<file path="src/rtl/kara_pkg.sv">
package kara_pkg;
  // width of the lower half of a split operand
  function automatic int lo_part(input int w);
    return w / 2;
  endfunction

  // width of the upper half (takes the odd bit)
  function automatic int hi_part(input int w);
    return w - (w / 2);
  endfunction

  // number of AND gates in a recursive tree of width w
  function automatic int and_gates(input int w);
    if (w <= 1) return 1;
    return 2 * and_gates(hi_part(w)) + and_gates(lo_part(w));
  endfunction
endpackage

</file>
<file path="src/rtl/kara_leaf.sv">
module kara_leaf (
  input  logic a,
  input  logic b,
  output logic p
);
  assign p = a & b;
endmodule

</file>
<file path="src/rtl/kara_combine.sv">
module kara_combine #(
  parameter int W  = 4,
  parameter int LO = 2
) (
  input  logic [2*(W-LO)-2:0] t_hi,
  input  logic [2*(W-LO)-2:0] t_mid,
  input  logic [2*LO-2:0]     t_lo,
  output logic [2*W-2:0]      p
);
  localparam int HI = W - LO;
  localparam int HW = 2*HI - 1;
  localparam int PW = 2*W - 1;

  logic [HW-1:0] cross_term;
  logic [PW-1:0] hi_shifted, mid_shifted, lo_ext;

  always_comb begin
    cross_term  = t_hi ^ t_mid ^ HW'(t_lo);
    hi_shifted  = PW'(t_hi) << (2*LO);
    mid_shifted = PW'(cross_term) << LO;
    lo_ext      = PW'(t_lo);
    p           = hi_shifted ^ mid_shifted ^ lo_ext;
  end
endmodule

</file>
<file path="src/rtl/kara_node.sv">
module kara_node #(
  parameter int W = 4
) (
  input  logic [W-1:0]   a,
  input  logic [W-1:0]   b,
  output logic [2*W-2:0] p
);
  generate
    if (W == 1) begin : g_leaf
      kara_leaf u_leaf (.a(a[0]), .b(b[0]), .p(p[0]));
    end else begin : g_split
      localparam int LO = kara_pkg::lo_part(W);
      localparam int HI = kara_pkg::hi_part(W);

      logic [HI-1:0]   a_hi, b_hi, a_sum, b_sum;
      logic [LO-1:0]   a_lo, b_lo;
      logic [2*HI-2:0] t_hi, t_mid;
      logic [2*LO-2:0] t_lo;

      assign a_hi  = a[W-1:LO];
      assign b_hi  = b[W-1:LO];
      assign a_lo  = a[LO-1:0];
      assign b_lo  = b[LO-1:0];
      assign a_sum = a_hi ^ HI'(a_lo);
      assign b_sum = b_hi ^ HI'(b_lo);

      kara_node #(.W(HI)) u_hi  (.a(a_hi),  .b(b_hi),  .p(t_hi));
      kara_node #(.W(HI)) u_mid (.a(a_sum), .b(b_sum), .p(t_mid));
      kara_node #(.W(LO)) u_lo  (.a(a_lo),  .b(b_lo),  .p(t_lo));

      kara_combine #(.W(W), .LO(LO)) u_comb (
        .t_hi (t_hi),
        .t_mid(t_mid),
        .t_lo (t_lo),
        .p    (p)
      );
    end
  endgenerate
endmodule

</file>
<file path="src/rtl/kara_clmul.sv">
module kara_clmul #(
  parameter int WIDTH = 16
) (
  input  logic [WIDTH-1:0]   op_a,
  input  logic [WIDTH-1:0]   op_b,
  output logic [2*WIDTH-2:0] prod
);
  localparam int AND_COUNT = kara_pkg::and_gates(WIDTH);

  // named event used by the checker: an operand with no set coefficient
  logic any_zero;
  assign any_zero = (op_a == '0) || (op_b == '0);

  kara_node #(.W(WIDTH)) u_root (.a(op_a), .b(op_b), .p(prod));

  initial begin
    if (AND_COUNT < WIDTH) $display("kara_clmul: unexpected tree size");
  end
endmodule

</file>
<file path="config.mk">
export PLATFORM = sky130hd
export DESIGN_NAME = kara_clmul
export DESIGN_NICKNAME = d
export VERILOG_FILES = /design/src/rtl/kara_pkg.sv /design/src/rtl/kara_leaf.sv /design/src/rtl/kara_combine.sv /design/src/rtl/kara_node.sv /design/src/rtl/kara_clmul.sv
export SDC_FILE = /design/constraint.sdc
export NUM_CORES = 1
export LEC_CHECK = 0
export ABC_AREA = 1
export BUFFER_PORTS_ARGS = -buffer_cell sky130_fd_sc_hd__buf_2
export CORE_ASPECT_RATIO = 0.6
export CORE_MARGIN = 3
export CORE_UTILIZATION = 50
export DETAILED_ROUTE_END_ITERATION = 12
export MAX_ROUTING_LAYER = met4
export PLACE_DENSITY = 0.7
export SLEW_MARGIN = 20
export SYNTH_ARGS = -nofsm -noshare
export SYNTH_HDL_FRONTEND = slang
export SYNTH_SLANG_ARGS = --single-unit
</file>
<file path="constraint.sdc">
create_clock -name vclk -period 5.3
set_input_delay 0.53 -clock vclk [all_inputs]
set_output_delay 0.53 -clock vclk [all_outputs]
set_load 0.005 [all_outputs]
</file>
==> results of run 1 <==
cells in the mapped netlist:
library cell  instances  area, um2
nand2_1             543       2038
inv_1                73      274.0
xor2_1               61      534.3
nand2_2              50      312.8
inv_2                38      142.6
nand3_1              37      185.2
xnor2_1              37      324.1
buf_4                30      225.2
nor2_1               28      105.1
xor2_2               16      260.3
xnor2_2              10      162.7
nand4_1               9      56.30
buf_6                 6      67.56
nor2_2                5      31.28
clkinv_1              3      11.26
nand2_4               2      22.52
nand3b_1              2      15.01
nor2_4                2      22.52
and2_1                1      6.260
inv_4                 1      6.260
o21ai_0               1      5.000
or2_1                 1      6.260
xnor2_4               1      27.53
xor2_4                1      27.53
logic make-up (layout without fill, tap and decap cells):
kind of cell / Yosys count / after routing / share of synthesized area, %
simple gates: 680 / 680 / 57.53
buf+inv: 151 / 178 / 14.93
xor+xnor: 126 / 126 / 27.44
compound gates: 1 / 1 / 0.1027
critical path, stage by stage:
cell and delay, ns:
buf_2 0.25, inv_1 0.19, nand2_1 0.11, nand2_2 0.10, nand2_1 0.08, nand2_1 0.13
nand2_1 0.12, xor2_1 0.41, xnor2_1 0.16, nand3b_1 0.20, nand2_1 0.08, nand2_1 0.05
nand2_1 0.05, buf_2 0.10
path summary, 6_finish.rpt:
check / to / cells after the start / slack [ns]
max: prod[14] / 14 / 2.21
min: prod[30] / 4 / 1.45
power breakdown:
| part | internal [mW] | switching, mW | total, mW | leakage (nW) |
|---|---|---|---|---|
| Sequential | 0 | 0 | 0 | 0 |
| Clock | 0 | 0 | 0 | 0 |
| Combinational | 0.409 | 0.637 | 1.05 | 3.13 |
stage by stage:
stage | total power [mW] | std cells
after global placement | 1.037 | 1115
after global routing | 1.174 | 1115
after floorplan | 0.7605 | 958
final | 1.046 | 1115
after detailed placement | 1.036 | 1115
after CTS | 1.041 | 1115
layout make-up:
class | count | area (um2) | area share, %
well taps | 130 | 162.7 | 3.218
multi-input cells | 807 | 4143 | 81.96
inverters | 115 | 434.2 | 8.589
repair buffers | 63 | 315.3 | 6.238
routing by layer:
layer	track usage (%)	vias up	routed length, um	part of all wire (%)
met4	0.8214	0	61	0.41
met5	-	-	0	0
met3	9.988	8	2110	14
met2	37.90	243	5119	35
li1	-	2838	-	-
met1	41.18	2248	7540	51
==> results by group, run 1 <==
Critical path
  – Setup crit start kind: primary input
  – Critical path origin: op_a[0]
  – Crit Path Max Fanout: 12
  – Critical path type: in -> out
  – Critical path capture point type: primary output
  – WP data required: 4.77 ns
  – CP arrival: 2.56 ns

Power
  – Max IR drop VDD: 0.1598 mV
  – Pleak: 3.133 nW
  – Pwr Density: 206.9 nW/um2

Global routing
  – Vias in the first global route: 4584
  – First-pass GRT wire length: 23.90 mm
  – Total grt overflow: 0
  – Initial antenna violation count: 0
  – GRT Util Overall: 27.97%
  – Largest net degree at the start of global routing: 13

Yosys
  – Post-synthesis sequential area ratio: 0%
  – Post-synthesis cell count: 958
  – Syn nets: 990
  – Synth Cell Area: 4870 um2
  – Syn. warnings: 0
  – Syn avg cell area: 5.083 um2
  – Synth unique cells: 24

Route
  – Post-DRT Antenna Nets: 0
  – DR iter-0 viols: 480
  – Vias: 5337
  – Vias per cell: 4.787
  – Final WL: 14.83 mm
  – Drt drc: 0
  – WL per Instance: 13.30 um
  – DRT Pass-1 Iters: 5

Finish
  – Most common cell after layout, fill and taps aside: nand2_1
  – Fin util: 54.21%
  – CLK BUF: 0
  – Num sequential: 0
  – Post-route cell area: 5055 um2
  – Commonest non-fill, non-tap cells in the layout: nand2_1 (543), inv_1 (73), buf_2 (63)
  – FF/Latch Area: 0 um2
  – Layout area overhead: 3.803%
  – Final net count: 1019
  – Diode count: 0
  – Layout cells sized above 1: 19.19%
  – Filler cell count in the final layout: 1039

Timing
  – Final Hold Viols: 0
  – Final slew viol count: 0
  – Relative slew slack: 68.53%
  – Worst slew pin tran: 0.4705 ns
  – Max frequency: 323.1 MHz
  – Fin Hold WS: 1.451 ns
  – Fin crit share: 58.39%
  – Period minus WS final: 3.095 ns
  – Total negative slack: 0 ns
  – RSZ-0062 raised after global routing: no
  – Worst Slack Setup Final: 2.205 ns
  – Setup violators final: 0

Die
  – Starting density of the core: 52.23%
  – Number of I/O pins: 63
  – Die footprint: 11000 um2
  – Die Y-Extent: 82.45 um
  – Num rows: 27
  – Chip width: 133.4 um
  – Core Region: 9324 um2

Placement
  – Placer's final routability congestion estimate: 1.058
  – DP Worst Slack: 2.246 ns
  – DP Wirelength: 12.59 mm
  – Buffers on Ports: 63
  – DP Area: 5055 um2

Outcome
  – Status: finished, final reports clean

Clock tree
  – Cts repair resizes: 0
  – Post-cts hold buffer count: 0
  – # Post-CTS Setup Buffers: 0

Worst hold path
  – Hold path start: op_a[15]
  – Hold WC Path Type: in -> out

Run
  – MaxCap Viol Count: 0
Note: power is estimated with default switching activity, not from simulation.
==> run 2, diff against run 1 <==
- clock period: 5.3 -> 3.1 ns (I/O delays scaled with it)
==> run 2 against run 1 <==
  * Combinational power grew 71%
  * Via count grew 0.92%
  * Final area grew 0.15%
  * Flip-flop and latch count is the same
  * Core utilization grew 0.081 points
  * Die area is the same
  * Count of clock-buffer cells in the layout is the same
  * Total power grew 72%
  * Critical path type unchanged
  * Non-clock buffer count grew 1
  * Sequential share of layout area is the same
==> results by group, run 2 (synthesized netlist as in run 1, its figures left out) <==
Outcome
  – Status: finished, final reports clean

Critical path
  – Setup crit start kind: primary input
  – Critical path type: in -> out
  – CP delay by family, top: simple AND/OR/NAND/NOR gates
  – Most frequent CP cell: nand2_1
  – Worst path cell trace: buf_2 > inv_1 > nand2_1 > nand2_2 > nand2_1 > nand2_1 > nand2_1 > xor2_1 > xnor2_1 > nand3b_1 > nand2_1 > nand2_1 > nand2_1 > buf_2
  – Worst path max stage delay: 0.38 ns (-0.03 ns)
  – CP bufs+invs: 3 (unchanged)
  – Critical path capture point type: primary output
  – Crit Path Max Fanout: 12 (unchanged)
  – Slowest CP cell: xor2_1
  – WP data required: 2.79 ns (-1.98 ns)
  – CP arrival: 2.37 ns (-0.19 ns)

Route
  – Post-DRT Antenna Nets: 0 (unchanged)
  – DRT Pass-1 Iters: 5 (unchanged)
  – Vias: 5386 (+0.92%)
  – WL per Instance: 13.56 um (+1.9%)
  – DR iter-0 viols: 549 (+14%)
  – Drt drc: 0 (unchanged)
  – Final WL: 15.13 mm (+2.0%)
  – Vias per cell: 4.826 (+0.83%)

Die
  – Number of I/O pins: 63 (unchanged)
  – Starting density of the core: 52.23% (unchanged)
  – Core Region: 9324 um2 (unchanged)
  – Die footprint: 11000 um2 (unchanged)
  – Num rows: 27 (unchanged)
  – Die Y-Extent: 82.45 um (unchanged)
  – Chip width: 133.4 um (unchanged)

Placement
  – DP Worst Slack: 0.4891 ns (-1.757 ns)
  – Cell count after placement: 1116 (+0.090%)
  – DP Wirelength: 12.79 mm (+1.6%)
  – Buffers on Ports: 63 (unchanged)
  – Placer's final routability congestion estimate: 1.037 (-2.0%)

Global routing
  – Vias in the first global route: 4577 (-0.15%)
  – GRT Util Overall: 28.55% (+0.58 points)
  – Total grt overflow: 0 (unchanged)
  – Largest net degree at the start of global routing: 13 (unchanged)
  – Initial antenna violation count: 0 (unchanged)
  – First-pass GRT wire length: 24.37 mm (+2.0%)

Timing
  – Total negative slack: 0 ns (unchanged)
  – Max frequency: 373.5 MHz
  – Fin crit share: 86.36%
  – Final Hold Viols: 0 (unchanged)
  – Period minus WS final: 2.677 ns
  – Fin Hold WS: 1.008 ns (-0.4428 ns)
  – Relative slew slack: 68.27% (-0.25 points)
  – Worst Slack Setup Final: 0.4229 ns (-1.782 ns)
  – Worst slew pin tran: 0.4743 ns (+0.003809 ns)
  – Final slew viol count: 0 (unchanged)
  – Setup violators final: 0 (unchanged)
  – RSZ-0062 raised after global routing: no

Power
  – Max IR drop VDD: 0.2961 mV (+85%)
  – Pwr Density: 355.6 nW/um2 (+72%)
  – Pleak: 3.138 nW (+0.16%)

Worst hold path
  – Hold WC Path Type: in -> out
  – Hold path cells: 4 (unchanged)
  – Worst Hold Path EP: prod[30]
  – Hold path start: op_b[15]

Clock tree
  – # Post-CTS Setup Buffers: 0 (unchanged)
  – Cts repair resizes: 0 (unchanged)
  – Post-cts hold buffer count: 0 (unchanged)

Finish
  – Layout cells sized above 1: 19.27% (+0.082 points)
  – Final net count: 1020 (+0.098%)
  – Num sequential: 0 (unchanged)
  – CLK BUF: 0 (unchanged)
  – FF/Latch Area: 0 um2 (unchanged)
  – Diode count: 0 (unchanged)
  – Filler cell count in the final layout: 1046 (+0.67%)
  – Finished Layout Cells: 1116 (+0.090%)
  – Most common cell after layout, fill and taps aside: nand2_1
  – Commonest non-fill, non-tap cells in the layout: nand2_1 (543), inv_1 (73), buf_2 (63)
  – Layout area overhead: 3.957%

Run
  – MaxCap Viol Count: 0 (unchanged)
[run 2: cell count changes in the layout (fill, tap and decap cells not counted)]
cell,delta
buf_4,+1
[run 2: worst max-delay path by stage]
stage / from / to / slack, ns / cells after the start
finish: op_a[0] / prod[14] / 0.42 / 14
global route: op_a[0] / prod[15] / 0.23 / 22
CTS: op_a[7] / prod[16] / 0.49 / 16
detailed placement: op_a[7] / prod[16] / 0.49 / 16
global placement: op_b[5] / prod[16] / 0.46 / 16
floorplan: op_a[11] / prod[15] / 1.05 / 17
[run 2: routing by layer]
| metal | routed length [um] | vias up | track usage, % |
|---|---|---|---|
| met3 | 2198 | 5 | 7.022 |
| met1 | 7570 | 2272 | 44.58 |
| met5 | 0 | - | - |
| met4 | 24 | 0 | 0.3080 |
| met2 | 5341 | 271 | 38.01 |
| li1 | - | 2838 | - |
[run 2: metrics by stage]
stage / instance area, um2 / utilization (%) / power (mW)
final: 5062 / 54.29 / 1.800
after global routing: 5062 / 54.29 / 2.009
after CTS: 5062 / 54.29 / 1.791
after detailed placement: 5062 / 54.29 / 1.783
after global placement: 5062 / 54.29 / 1.777
after floorplan: 4870 / - / 1.300
[run 2: cell type report]
type | instances | area, um2 | share of cell area [%]
repair buffers | 64 | 322.8 | 6.377
inverters | 115 | 434.2 | 8.576
multi-input cells | 807 | 4143 | 81.83
well taps | 130 | 162.7 | 3.213
[run 2: where the power goes]
| group | internal [mW] | total [mW] | switching, mW |
|---|---|---|---|
| clock | 0 | 0 | 0 |
| sequential | 0 | 0 | 0 |
| combinational | 0.702 | 1.80 | 1.10 |
